### src/rtl/irsir_pkg.sv
package irsir_pkg;

  // Advance a bit-phase value by one within a slot of slot_len cycles.
  function automatic int unsigned slot_next(int unsigned phase, int unsigned slot_len);
    return (phase + 1) % slot_len;
  endfunction

  // True when phase is the sampling point that may launch a pulse.
  function automatic bit is_launch(int unsigned phase, int unsigned delay, bit line);
    return (phase == delay) && !line;
  endfunction

  typedef enum logic [0:0] {PG_DARK = 1'b0, PG_LIT = 1'b1} pg_state_e;

endpackage

### src/rtl/irsir_in_sync.sv
module irsir_in_sync #(
  parameter int unsigned STAGES = 2
) (
  input  logic clk,
  input  logic rst,
  input  logic line_in,
  output logic line_out
);

  generate
    if (STAGES == 0) begin : g_bypass
      assign line_out = line_in;
    end else begin : g_chain
      logic [STAGES-1:0] stage_q;
      for (genvar g = 0; g < STAGES; g++) begin : g_stage
        always_ff @(posedge clk) begin
          if (rst) begin
            stage_q[g] <= 1'b1;
          end else begin
            if (g == 0) begin
              stage_q[g] <= line_in;
            end else begin
              stage_q[g] <= stage_q[(g == 0) ? 0 : g-1];
            end
          end
        end
      end
      assign line_out = stage_q[STAGES-1];
    end
  endgenerate

endmodule

### src/rtl/irsir_slot_timer.sv
module irsir_slot_timer #(
  parameter int unsigned SLOT_CYCLES = 16,
  parameter int unsigned PH_W        = 4
) (
  input  logic            clk,
  input  logic            rst,
  input  logic            line,
  output logic            fall_evt,
  output logic [PH_W-1:0] phase_cur
);

  logic            line_d;
  logic [PH_W-1:0] phase_q;

  assign fall_evt  = line_d && !line;
  assign phase_cur = fall_evt ? '0 : phase_q;

  always_ff @(posedge clk) begin
    if (rst) begin
      line_d  <= 1'b1;
      phase_q <= '0;
    end else begin
      line_d  <= line;
      phase_q <= PH_W'(irsir_pkg::slot_next(int'(phase_cur), SLOT_CYCLES));
    end
  end

endmodule

### src/rtl/irsir_pulse_gen.sv
module irsir_pulse_gen #(
  parameter int unsigned PULSE_DELAY  = 7,
  parameter int unsigned PULSE_CYCLES = 3,
  parameter int unsigned PH_W         = 4,
  parameter int unsigned LEN_W        = 2
) (
  input  logic            clk,
  input  logic            rst,
  input  logic            line,
  input  logic [PH_W-1:0] phase_cur,
  output logic            start_evt,
  output logic            ir_out
);
  import irsir_pkg::*;

  pg_state_e        state_q;
  logic [LEN_W-1:0] remain_q;

  assign start_evt = is_launch(int'(phase_cur), PULSE_DELAY, line);
  assign ir_out    = (state_q == PG_LIT);

  always_ff @(posedge clk) begin
    if (rst) begin
      state_q  <= PG_DARK;
      remain_q <= '0;
    end else if (start_evt) begin
      state_q  <= PG_LIT;
      remain_q <= LEN_W'(PULSE_CYCLES - 1);
    end else if (remain_q != '0) begin
      remain_q <= remain_q - 1'b1;
    end else begin
      state_q  <= PG_DARK;
    end
  end

endmodule

### src/rtl/irsir_pulse_enc.sv
module irsir_pulse_enc #(
  parameter int unsigned SLOT_CYCLES  = 16,
  parameter int unsigned PULSE_DELAY  = 7,
  parameter int unsigned PULSE_CYCLES = 3,
  parameter int unsigned SYNC_STAGES  = 2
) (
  input  logic clk,
  input  logic rst,
  input  logic txd_in,
  output logic ir_tx_out
);

  localparam int unsigned PH_W  = $clog2(SLOT_CYCLES);
  localparam int unsigned LEN_W = $clog2(PULSE_CYCLES + 1);

  logic            txd_sync;
  logic            fall_evt;
  logic            start_evt;
  logic [PH_W-1:0] phase_cur;

  irsir_in_sync #(.STAGES(SYNC_STAGES)) sync_i (
    .clk      (clk),
    .rst      (rst),
    .line_in  (txd_in),
    .line_out (txd_sync)
  );

  irsir_slot_timer #(.SLOT_CYCLES(SLOT_CYCLES), .PH_W(PH_W)) timer_i (
    .clk       (clk),
    .rst       (rst),
    .line      (txd_sync),
    .fall_evt  (fall_evt),
    .phase_cur (phase_cur)
  );

  irsir_pulse_gen #(
    .PULSE_DELAY  (PULSE_DELAY),
    .PULSE_CYCLES (PULSE_CYCLES),
    .PH_W         (PH_W),
    .LEN_W        (LEN_W)
  ) pulse_i (
    .clk       (clk),
    .rst       (rst),
    .line      (txd_sync),
    .phase_cur (phase_cur),
    .start_evt (start_evt),
    .ir_out    (ir_tx_out)
  );

endmodule

### config.mk
export PLATFORM = sky130hd
export DESIGN_NAME = irsir_pulse_enc
export DESIGN_NICKNAME = d
export VERILOG_FILES = /design/src/rtl/irsir_pkg.sv /design/src/rtl/irsir_in_sync.sv /design/src/rtl/irsir_slot_timer.sv /design/src/rtl/irsir_pulse_gen.sv /design/src/rtl/irsir_pulse_enc.sv
export SDC_FILE = /design/constraint.sdc
export NUM_CORES = 1
export LEC_CHECK = 0
export CAP_MARGIN = 10
export CORE_AREA = 2 2 39 41
export DETAILED_ROUTE_END_ITERATION = 10
export DIE_AREA = 0 0 41 43
export PLACE_DENSITY_LB_ADDON = 0.25
export SLEW_MARGIN = 20
export SYNTH_ARGS = -nofsm -noshare
export SYNTH_HDL_FRONTEND = slang
export SYNTH_SLANG_ARGS = --single-unit
### constraint.sdc
create_clock -name clk -period 3.27 [get_ports clk]
set_input_delay 0.654 -clock clk [delete_from_list [all_inputs] [get_ports clk]]
set_output_delay 0.654 -clock clk [all_outputs]
set_load 0.02 [all_outputs]
==> impl_results.md <==
- Reg2Reg Setup Slack: 2.04 ns
- Initial Utilization: 0.2622
- Final cell count without fillers: 57
- Number of optimization iterations in the first detailed-route pass: 4
- Leakage power summed over all cells: between 0.15 and 0.2 nW
- Count of standard-cell rows: 14
- Area Growth Syn to Fin: 18.97%
- Cell depth of the worst min-delay path: 1
- Worst path required time: 2.62 ns
- Proportion of total power due to net switching: 0.2052
- Largest fanout on the critical path: 2
- Worst Path Buf+Inv: 1
- Top post-synthesis cells by count: dfxtp_1, a21oi_1, or2_2
- Number of synthesized flops with an enable pin: 0
- Clock transition time at the flip-flop clock pins of the worst setup and hold paths: 0.06 ns
- Wire length per cell after detailed routing: 9.404 um
- Relative slew slack: 0.7965
- Fraction of the cycle the final worst path needs: 0.5636
- Full die area: approximately 1800 um^2
- Slowest CP cell: clkdlybuf4s50_1
- Setup repair after global routing missed its margin: false
- Class of the most critical setup path: flop to primary output
- Slew @ Worst Pin: between 0.3 and 0.4 ns
- Dominant synthesized flop cell: dfxtp_1
- Power per Cell Area: around 510 nW/um^2
- Clock tree root driver cell: clkbuf_4
- Synthesized cell area: between 300 and 400 um^2
- Clock group share of total power: 0.359
- Global-route wire length before repair: roughly 950 um
- Final period demand of the worst path: between 1.5 and 2 ns
- Clock tree from TritonCTS: yes
- Core outline area: about 1400 um^2
- Terminating pin of the worst hold path: sync_i.line_out
- Proportion of layout cells with a drive suffix above 1: 0.1951
- Vias per cell: around 4.4
- PortBufs: 3
- Post-detailed-routing wire length: ~540 um
- Comb power frac: 0.060
- Endpoint class of the critical path: primary output
- Fill count: about 150
- Async S/R FF share, synth: 0
- Maxcap violations: 0
- Number of placed instances, taps included: 54
- Clock buffers created by TritonCTS: 3
- Final TNS setup: 0 ns
- Pin count of the biggest net entering global routing: 11
- Internal power component: about 180 uW
- GP Congestion: approximately 0.66
- Die Y: ~43 um
- Part of the total power dissipated in sequential elements: 0.581
- Number of hold-slack violations in the final timing report: 0
- Ordered cell list for the critical path: clkdlybuf4s50_1
- Post-layout nets: 47
- Family with the most delay on the worst path: buffers and inverters
- Leading cell type by number of instances after synthesis: dfxtp_1
- Die Wd: 41 um
- Count of nets left with antenna violations after detail routing: 0
- Launch point of the worst hold path: sync_i.g_chain.stage_q[0]
- Largest stage delay, worst path: 0.60 ns
- Total of cells resized after clock tree synthesis: 0
- Final design utilization: 0.3119
- Reg2reg end: timer_i.phase_q[2]
- Largest voltage drop on the vdd net: around 0.00025 V
- Diodes inserted: 0
- Post-CTS setup buffers: 0
- Unique masters post-synth: 18
- Portion of the post-synthesis area used by sequential elements: 0.5517
- Result of the run: finished, final reports clean
- Number of synthesis warnings: 0
- Cell accounting for the most synthesized area: dfxtp_1
- Buffers from clock root to sink, at most: 2
- FF+latch count, synth: 10
- Aggregate global-route resource usage: 0.08384
- Via count of the first global-routing pass: between 200 and 300
- Number of antenna violations at the first check in global routing: 0
- CTS HTree Levels: 1
- Vias after detailed routing: around 250
- Setup violation total in the final timing report: 0
- Hold buffer count at CTS: 0
- Fin. max-slew vios: 0
- Synthesized instance count: 36
- Share of Yosys cell area claimed by the top area cell type: 0.5517
- Net switching power: between 40 and 50 uW
- Total global routing overflow: 0
- Worst endpoint data arrival time: between 1 and 1.5 ns
- Hold crit path type: flop to flop
- Worst-Skew Late Latency: roughly 0.26 ns
- Top cells by area, synth: dfxtp_1, or2_2, a21oi_1, nor4b_2, nand2b_4
- Net count of the mapped netlist: 40
- # clock sinks: 10
- Number of violations reported at the end of detailed-routing iteration 0: 6
- Number of ports placed on the die boundary: 4
- DR DRC count: 0
- Crit Reg-Reg Startpoint: sync_i.line_out
- CP startpoint kind: flop
- Final worst hold slack: roughly 0.42 ns
- Top achievable clock speed: approximately 540 MHz
- Syn_area_per_cell: between 10 and 15 um^2
- Count of cells along the worst register-to-register path: 6
- Clock Skew: ~0.0023 ns
[cells in the final DEF, fill, tap and decap left out]
cell type         n
dfxtp_1          10
or2_2             3
a21oi_1           3
clkbuf_4          3
clkdlybuf4s50_1   3
and2_1            2
inv_1             2
nand3_1           2
nand2_1           2
nor2_1            2
nand2b_4          1
xor2_1            1
nor3_1            1
nor4b_2           1
and3_1            1
o21ai_0           1
a21o_1            1
nor2b_1           1
ha_1              1
[power by group through the flow]
stage / combinational, mW / sequential, mW / clock [mW]
after floorplan: 0.00970 / 0.131 / 0
after global placement: 0.0127 / 0.131 / 0
after detailed placement: 0.0134 / 0.132 / 0
after CTS: 0.0135 / 0.129 / 0.0842
after global routing: 0.0147 / 0.129 / 0.0882
final: 0.0134 / 0.129 / 0.0796
[registers in the layout, indices dropped and copies added, names as in the netlist]
name,flops
pulse_i.ir_out,1
pulse_i.remain_q,2
sync_i.g_chain.stage_q,1
sync_i.line_out,1
timer_i.line_d,1
timer_i.phase_q,4
[worst register-to-register path, cell delays in order (launching register included)]
cell      delay (ns)
dfxtp_1         0.36
nand2b_4        0.16
and2_1          0.16
ha_1            0.17
inv_1           0.06
a21o_1          0.15
a21oi_1         0.11
[metrics by stage]
step / cell area, um^2 / setup slack, ns / total power [mW]
detailed placement: 409.1 / 1.584 / 0.1451
global placement: 409.1 / 1.614 / 0.1441
CTS: 431.7 / 1.407 / 0.2266
global route: 431.7 / 1.376 / 0.2323
finish: 431.7 / 1.427 / 0.2219
floorplan: 362.8 / 2.044 / 0.1407
[cell families after synthesis]
logic type	Yosys count	synth area share
adders and majority gates	1	0.03448
and+or+nand+nor	16	0.2828
buffers and inverters	3	0.03103
AOI/OAI and AO/OA	5	0.07584
xor gates and xnor gates	1	0.02414
DFF	10	0.5517
[layer usage]
layer,share of wire,global-route usage,vias to the layer above
li1,-,-,128
met1,0.46,0.09180,116
met2,0.46,0.1156,7
met3,0.037,0.01571,2
met4,0.041,0.1000,0
met5,0,0,-
[how the worst max path moves through the flow]
stage | start | end | slack, ns | cells past startpoint
floorplan | rst | sync_i.g_chain.stage_q[0] | 2.04 | 2
global placement | rst | sync_i.g_chain.stage_q[0] | 1.61 | 2
detailed placement | rst | sync_i.g_chain.stage_q[0] | 1.58 | 2
CTS | pulse_i.ir_out | ir_tx_out | 1.41 | 1
global route | pulse_i.ir_out | ir_tx_out | 1.38 | 1
finish | pulse_i.ir_out | ir_tx_out | 1.43 | 1
[final cells by class]
type                       instances  area [um^2]  share of cell area
timing repair buffer               3        30.03             0.06957
multi-input combinational         23        151.4              0.3507
tap                               16        20.02             0.04638
sequential                        10        200.2              0.4638
inverter                           2        7.507             0.01739
clock buffer                       3        22.52             0.05217
(Power assumes the default switching activity.)
